==> src/rtl/sec_otp_pkg.sv <==
package sec_otp_pkg;
   typedef enum logic [1:0] {
      KIND_READ = 2'd0,
      KIND_PROG = 2'd1,
      KIND_STAT = 2'd2
   } acc_kind_e;

   localparam int SCUR_FACTORY_BIT = 0;
   localparam int SCUR_LOCK_BIT    = 1;
   localparam int SCUR_CP_BIT      = 4;
endpackage

==> src/rtl/sec_frame_trk.sv <==
module sec_frame_trk #(
   parameter int OP_W = 8
) (
   input  logic            clk,
   input  logic            rst_n,
   input  logic            cs_n,
   input  logic            op_valid,
   input  logic [OP_W-1:0] op_code,
   output logic            commit,
   output logic            op_first,
   output logic [OP_W-1:0] cmd_op
);
   logic cs_q;
   logic have_op;

   if (OP_W < 1) begin : g_chk_w
      $error("OP_W must be positive");
   end

   assign op_first = op_valid && !cs_n && !have_op;
   assign commit   = cs_n && !cs_q && have_op;

   always_ff @(posedge clk or negedge rst_n) begin
      if (!rst_n) begin
         cs_q    <= 1'b1;
         have_op <= 1'b0;
         cmd_op  <= '0;
      end else begin
         cs_q <= cs_n;
         if (cs_n) begin
            have_op <= 1'b0;
         end else if (op_first) begin
            have_op <= 1'b1;
            cmd_op  <= op_code;
         end
      end
   end

   a_r3_commit_needs_frame: assert property (@(posedge clk) disable iff (!rst_n)
      commit |-> $past(!cs_n));
endmodule

==> src/rtl/sec_cmd_gate.sv <==
module sec_cmd_gate
   import sec_otp_pkg::*;
#(
   parameter int             OP_W     = 8,
   parameter logic [OP_W-1:0] OP_ENTER = 8'hB1,
   parameter logic [OP_W-1:0] OP_EXIT  = 8'hC1,
   parameter logic [OP_W-1:0] OP_READ  = 8'h03,
   parameter logic [OP_W-1:0] OP_PROG  = 8'h02,
   parameter logic [OP_W-1:0] OP_STATW = 8'h01,
   parameter logic [OP_W-1:0] OP_SECW  = 8'h2F,
   parameter logic [OP_W-1:0] OP_SECR  = 8'h2B
) (
   input  logic            commit,
   input  logic [OP_W-1:0] cmd_op,
   input  logic            op_first,
   input  logic [OP_W-1:0] op_code,
   input  logic            in_otp,
   input  logic            locked,
   output logic            accept,
   output logic            refuse,
   output acc_kind_e       kind,
   output logic            set_mode,
   output logic            clr_mode,
   output logic            set_lock,
   output logic            rd_start
);
   if (OP_ENTER == OP_EXIT || OP_READ == OP_PROG || OP_STATW == OP_SECW) begin : g_chk_ops
      $error("opcode parameters must be distinct");
   end

   assign rd_start = op_first && (op_code == OP_SECR);

   always_comb begin
      accept   = 1'b0;
      refuse   = 1'b0;
      kind     = KIND_READ;
      set_mode = 1'b0;
      clr_mode = 1'b0;
      set_lock = 1'b0;
      if (commit) begin
         if (cmd_op == OP_ENTER) begin
            set_mode = 1'b1;
         end else if (cmd_op == OP_EXIT) begin
            clr_mode = 1'b1;
         end else if (cmd_op == OP_READ) begin
            accept = 1'b1;
         end else if (cmd_op == OP_PROG) begin
            kind   = KIND_PROG;
            refuse = in_otp && locked;
            accept = !refuse;
         end else if (cmd_op == OP_STATW) begin
            kind   = KIND_STAT;
            refuse = in_otp;
            accept = !in_otp;
         end else if (cmd_op == OP_SECW) begin
            refuse   = in_otp || locked;
            set_lock = !refuse;
         end
      end
   end
endmodule

==> src/rtl/sec_mode_state.sv <==
module sec_mode_state
   import sec_otp_pkg::*;
#(
   parameter int SR_W = 8
) (
   input  logic            clk,
   input  logic            rst_n,
   input  logic            cs_n,
   input  logic            set_mode,
   input  logic            clr_mode,
   input  logic            set_lock,
   input  logic            rd_start,
   input  logic            factory_lock,
   input  logic            cp_mode,
   output logic            otp_mode,
   output logic            locked,
   output logic            sr_valid,
   output logic [SR_W-1:0] sr_byte
);
   if (SR_W <= SCUR_CP_BIT) begin : g_chk_sr
      $error("SR_W too narrow for the status bits");
   end

   always_ff @(posedge clk or negedge rst_n) begin
      if (!rst_n) begin
         otp_mode <= 1'b0;
         locked   <= 1'b0;
         sr_valid <= 1'b0;
      end else begin
         if (set_mode)      otp_mode <= 1'b1;
         else if (clr_mode) otp_mode <= 1'b0;
         if (set_lock)      locked   <= 1'b1;
         if (cs_n)          sr_valid <= 1'b0;
         else if (rd_start) sr_valid <= 1'b1;
      end
   end

   always_comb begin
      sr_byte                   = '0;
      sr_byte[SCUR_FACTORY_BIT] = factory_lock;
      sr_byte[SCUR_LOCK_BIT]    = locked;
      sr_byte[SCUR_CP_BIT]      = cp_mode;
   end

   a_r2_mode_moves_on_cmd: assert property (@(posedge clk) disable iff (!rst_n)
      !$stable(otp_mode) |-> $past(set_mode || clr_mode));
   a_r8_lock_sticky: assert property (@(posedge clk) disable iff (!rst_n)
      locked |=> locked);
   a_r9_read_inside_frame: assert property (@(posedge clk) disable iff (!rst_n)
      sr_valid |-> $past(!cs_n));
endmodule

==> src/rtl/sec_otp_ctrl.sv <==
module sec_otp_ctrl
   import sec_otp_pkg::*;
#(
   parameter int             OP_W      = 8,
   parameter int             ADDR_W    = 24,
   parameter int             OTP_BYTES = 512,
   parameter int             SR_W      = 8,
   parameter logic [OP_W-1:0] OP_ENTER  = 8'hB1,
   parameter logic [OP_W-1:0] OP_EXIT   = 8'hC1,
   parameter logic [OP_W-1:0] OP_READ   = 8'h03,
   parameter logic [OP_W-1:0] OP_PROG   = 8'h02,
   parameter logic [OP_W-1:0] OP_STATW  = 8'h01,
   parameter logic [OP_W-1:0] OP_SECW   = 8'h2F,
   parameter logic [OP_W-1:0] OP_SECR   = 8'h2B
) (
   input  logic              clk,
   input  logic              rst_n,
   input  logic              cs_n,
   input  logic              op_valid,
   input  logic [OP_W-1:0]   op_code,
   input  logic [ADDR_W-1:0] addr_in,
   input  logic              factory_lock,
   input  logic              cp_mode,
   output logic              acc_req,
   output logic [1:0]        acc_kind,
   output logic              acc_otp,
   output logic [ADDR_W-1:0] acc_addr,
   output logic              reject,
   output logic              otp_mode,
   output logic              sr_valid,
   output logic [SR_W-1:0]   sr_byte
);
   localparam int OTP_AW = $clog2(OTP_BYTES);

   if ((1 << OTP_AW) != OTP_BYTES || OTP_AW > ADDR_W) begin : g_chk_otp
      $error("OTP_BYTES must be a power of two that fits ADDR_W");
   end

   logic            commit, op_first, accept, refuse;
   logic            set_mode, clr_mode, set_lock, rd_start, locked;
   logic [OP_W-1:0] cmd_op;
   acc_kind_e       kind;
   logic [ADDR_W-1:0] steer_addr;

   sec_frame_trk #(.OP_W(OP_W)) frame_i (
      .clk(clk), .rst_n(rst_n), .cs_n(cs_n), .op_valid(op_valid),
      .op_code(op_code), .commit(commit), .op_first(op_first), .cmd_op(cmd_op)
   );

   sec_cmd_gate #(
      .OP_W(OP_W), .OP_ENTER(OP_ENTER), .OP_EXIT(OP_EXIT), .OP_READ(OP_READ),
      .OP_PROG(OP_PROG), .OP_STATW(OP_STATW), .OP_SECW(OP_SECW), .OP_SECR(OP_SECR)
   ) gate_i (
      .commit(commit), .cmd_op(cmd_op), .op_first(op_first), .op_code(op_code),
      .in_otp(otp_mode), .locked(locked), .accept(accept), .refuse(refuse),
      .kind(kind), .set_mode(set_mode), .clr_mode(clr_mode),
      .set_lock(set_lock), .rd_start(rd_start)
   );

   sec_mode_state #(.SR_W(SR_W)) state_i (
      .clk(clk), .rst_n(rst_n), .cs_n(cs_n), .set_mode(set_mode),
      .clr_mode(clr_mode), .set_lock(set_lock), .rd_start(rd_start),
      .factory_lock(factory_lock), .cp_mode(cp_mode), .otp_mode(otp_mode),
      .locked(locked), .sr_valid(sr_valid), .sr_byte(sr_byte)
   );

   if (OTP_AW < ADDR_W) begin : g_mask
      assign steer_addr = otp_mode ? {{(ADDR_W-OTP_AW){1'b0}}, addr_in[OTP_AW-1:0]}
                                   : addr_in;
      a_r5_otp_in_range: assert property (@(posedge clk) disable iff (!rst_n)
         (acc_req && acc_otp) |-> (acc_addr[ADDR_W-1:OTP_AW] == '0));
   end else begin : g_full
      assign steer_addr = addr_in;
   end

   always_ff @(posedge clk or negedge rst_n) begin
      if (!rst_n) begin
         acc_req  <= 1'b0;
         acc_kind <= KIND_READ;
         acc_otp  <= 1'b0;
         acc_addr <= '0;
         reject   <= 1'b0;
      end else begin
         acc_req <= accept;
         reject  <= refuse;
         if (accept) begin
            acc_kind <= kind;
            acc_otp  <= otp_mode && (kind != KIND_STAT);
            acc_addr <= steer_addr;
         end
      end
   end

   a_r11_req_xor_reject: assert property (@(posedge clk) disable iff (!rst_n)
      !(acc_req && reject));
   a_r7_reject_keeps_state: assert property (@(posedge clk) disable iff (!rst_n)
      reject |-> ($stable(otp_mode) && $stable(locked)));
   a_r8_no_locked_otp_prog: assert property (@(posedge clk) disable iff (!rst_n)
      (acc_req && acc_otp && acc_kind == KIND_PROG) |-> !locked);
endmodule

==> config.mk <==
export PLATFORM = sky130hd
export DESIGN_NAME = sec_otp_ctrl
export DESIGN_NICKNAME = d
export VERILOG_FILES = /design/src/rtl/sec_otp_pkg.sv /design/src/rtl/sec_frame_trk.sv /design/src/rtl/sec_cmd_gate.sv /design/src/rtl/sec_mode_state.sv /design/src/rtl/sec_otp_ctrl.sv
export SDC_FILE = /design/constraint.sdc
export NUM_CORES = 1
export LEC_CHECK = 0
export BUFFER_PORTS_ARGS = -buffer_cell sky130_fd_sc_hd__buf_4
export CORE_ASPECT_RATIO = 0.8
export CORE_MARGIN = 10
export CORE_UTILIZATION = 51
export CTS_CLUSTER_DIAMETER = 60
export DETAILED_ROUTE_END_ITERATION = 8
export HOLD_SLACK_MARGIN = 0.15
export PLACE_DENSITY = 0.89
export SYNTH_ARGS = -nofsm -noshare
export SYNTH_HDL_FRONTEND = slang
export SYNTH_SLANG_ARGS = --single-unit
export TNS_END_PERCENT = 10
==> constraint.sdc <==
create_clock -name clk -period 4.3 [get_ports clk]
set_input_delay 0.215 -clock clk [delete_from_list [all_inputs] [get_ports clk]]
set_output_delay 0.215 -clock clk [all_outputs]
set_load 0.05 [all_outputs]
==> out/results.tsv <==
metric	value	unit
status	finished, final reports clean	
setup repair after global routing missed its margin	no	
power share of the clock group	0.363	
max_cap viols	0	
max reg flops	24	
syn avg cell area	12.8	µm²
Hold Vio Cnt, Final	0	
Hold Startpoint	addr_in[4]	
Cell Rows	19	
layout cells sized above 1	0.500	
initial antenna violation count	0	
mux cell area share after synthesis	0.202	
final worst setup slack	2180	ps
flop2flop setup slack	2200	ps
CP dominant cell by count	buf_4	
Net count, final	263	
leakage	1.30	nW
largest family of logic cells by synthesized area	multiplexers	
critical path's slowest cell	dlygate4sd3_1	
Die Area	6580	µm²
Arrival @ worst endpoint	2290	ps
R2R Path End	acc_addr[14]	
synth warn	0	
sequential share of the synthesized area	0.554	
global-route wire length before repair	7380	µm
Placer Congestion	0.864	
Detailed Route Iter0 Violations	120	
Die X-Extent	88.2	µm
DP Worst Slack	2220	ps
Top Family by Delay on Critical Path	buffers and inverters	
final clock skew	5.30	ps
Core Area	3520	µm²
Reg clk slew, reported paths	80	ps
Final Critical Period	2120	ps
vias per cell	5.12	
Cells after Synth	148	
worst r2r path cells	5	
Die Y	74.6	µm
r2r startpoint	frame_i.cmd_op[6]	
total congestion overflow	0	
DRC viols	0	
vias in the first global route	1509	
sequential group share of total power	0.450	
Crit Path Max Fanout	28	
hold endpoint	acc_addr[4]	
CTS root buf	clkbuf_8	
Worst-Margin Slew	774	ps
Worst path max stage delay	520	ps
worst path cell trace	dlygate4sd3_1 -> buf_4 -> nand2_1 -> or2_2 -> nor4_4 -> buf_4 -> mux2_2	
Critical Path RT	4470	ps
IO Pins	77	
CTS Sinks	42	
CP Class	primary input to flip-flop	
Sw Share	0.272	
Max Buffers Root-to-Sink	2	
Tightest Hold Check Type	primary input to flip-flop	
biggest regs	acc_addr x24, frame_i.cmd_op x8, acc_kind x2	
power share of the combinational group	0.187	
mean routed wirelength per cell	17.0	µm
htree depth	2	
Post-Synth Simple-Gate Area	0.150	
worst path bufs/invs	3	
DR vias	1373	
Final Cycle Share	0.494	
Initial Util	0.540	
DP HPWL	3340	µm
Final Max Slew Viols	0	
Worst-Skew Late Latency	290	ps
# setup viols final	0	
Synth Area in Compound Gates	0.0415	
Synth Register Bits	42	
buffers added on ports	67	
Top reg by flops	acc_addr	
largest net degree at the start of global routing	43	
pwr dens	386	nW/µm²
CTS Buf Count	5	
CTS tree	done	
final WL	4560	µm
Final ANT Viol Nets	0	
NetSw	0.000276	W
Area Growth Syn to Fin	38.2	%
VDD IR-drop max	0.000234	V
Hold Path Cell Cnt	2	
All-Layer GR Usage	0.144	
Max Clk Rate	0.471	GHz
Distinct cells, synth	32	
Synth Area in Adders	0	
Int Pwr	0.000739	W
Post-Syn Area	1900	µm²
setup_tns	0	ps
max_slew headroom	0.484	
Startpoint Class	primary input	
XOR/XNOR share of the synthesized area	0	
n_diodes	0	
CP Capture Type	flip-flop	
drt pass-1 iters	4	
-- stage by stage --
step	cells	total power, W	util	hold WS [ps]	instance area (µm²)
2_1_floorplan	152	0.000580	-	-80.6	1910
3_3_place_gp	250	0.000644	0.679	226	2390
3_5_place_dp	250	0.000647	0.679	224	2390
4_1_cts	267	0.00102	0.743	152	2620
5_1_grt	268	0.00106	0.746	158	2630
6_report	268	0.00101	0.746	160	2630
-- cells in the final DEF (no fill, tap or decap), drive strengths merged --
cell and count:
and3b 1, a31oi 1, and4b 1, bufinv 2, nand4b 1, buf 68
and3 2, conb 5, nor3 1, nor3b 2, o41ai 1, a41oi 1
a21boi 1, mux2 34, o22ai 2, nor2b 17, nand3 3, dfstp 1
nor2 5, o2111a 1, o21bai 1, dfrtp 41, dlygate4sd3 10, nand2 7
nor4 3, clkbuf 5, inv 2, o21ai 3, or2 1, clkinv 1
nand2b 2
-- worst max-delay path by stage --
stage / from / slack (ps) / depth (start not counted) / to
after global placement: frame_i.cmd_op[5] / 2280 / 5 / acc_addr[23]
after detailed placement: frame_i.cmd_op[6] / 2220 / 5 / acc_addr[14]
final: cs_n / 2180 / 7 / acc_addr[14]
after CTS: cs_n / 2180 / 7 / acc_addr[20]
after global routing: frame_i.cmd_op[6] / 2050 / 5 / acc_addr[14]
after floorplan: frame_i.cmd_op[5] / 2260 / 5 / acc_addr[11]
-- layout make-up --
class,instances,area (µm²)
Inverter,2,7.51
Tap cell,42,52.6
Clock inverter,3,68.8
Multi-Input combinational cell,96,764
Clock buffer,5,68.8
Timing Repair Buffer,78,611
Sequential cell,42,1050
Fill cell,254,893
-- cell families after synthesis --
group	Yosys count
AO/OA/AOI/OAI	11
flip-flops	42
buffers and inverters	14
AND/OR/NAND/NOR	46
multiplexers	34
other	1
-- layer usage --
metal  routed length (µm)  up-vias  GRT usage
met2                 2310       54      0.251
met1                 1730      652      0.153
met4                   43        0     0.0501
li1                     -      663          -
met5                    0        -          0
met3                  475        4     0.0644
-- power by group through the flow --
| stage | clock (W) | sequential [W] | combinational [W] |
|---|---|---|---|
| detailed placement | 0 | 0.000463 | 0.000184 |
| CTS | 0.000371 | 0.000456 | 0.000191 |
| global route | 0.000391 | 0.000462 | 0.000203 |
| finish | 0.000368 | 0.000456 | 0.000190 |
| global placement | 0 | 0.000462 | 0.000182 |
| floorplan | 0 | 0.000513 | 0.0000667 |
-- timing repair --
item / CTS / global route
hold buffers: 9 / 1
endpoints found under the hold margin: 50 / 1
resized for setup: 0 / 0
buffers inserted: 0 / 0
-- cells in the mapped netlist --
library cell	n	area, µm²
conb_1	1	3.75
or2_2	1	6.26
nand4b_1	1	8.76
dfrtp_1	41	1030
and3_1	2	12.5
a41oi_1	1	8.76
o21ai_0	3	15.0
buf_4	8	60.1
nor2_1	5	18.8
nand2_1	7	26.3
and3b_1	1	8.76
clkbuf_1	2	7.51
mux2_2	32	360
nor4_1	2	12.5
nand3_1	3	15.0
o21bai_1	1	7.51
nand2b_1	2	12.5
inv_1	2	7.51
nor3b_2	1	12.5
a21boi_0	1	7.51
nor4_4	1	21.3
a31oi_1	1	6.26
nor3_1	1	5.00
o22ai_1	2	12.5
mux2_1	2	22.5
buf_6	2	22.5
dfstp_2	1	26.3
o2111a_2	1	12.5
o41ai_1	1	8.76
nor3b_1	1	7.51
and4b_1	1	10.0
nor2b_1	17	106
(Power assumes the default switching activity.)
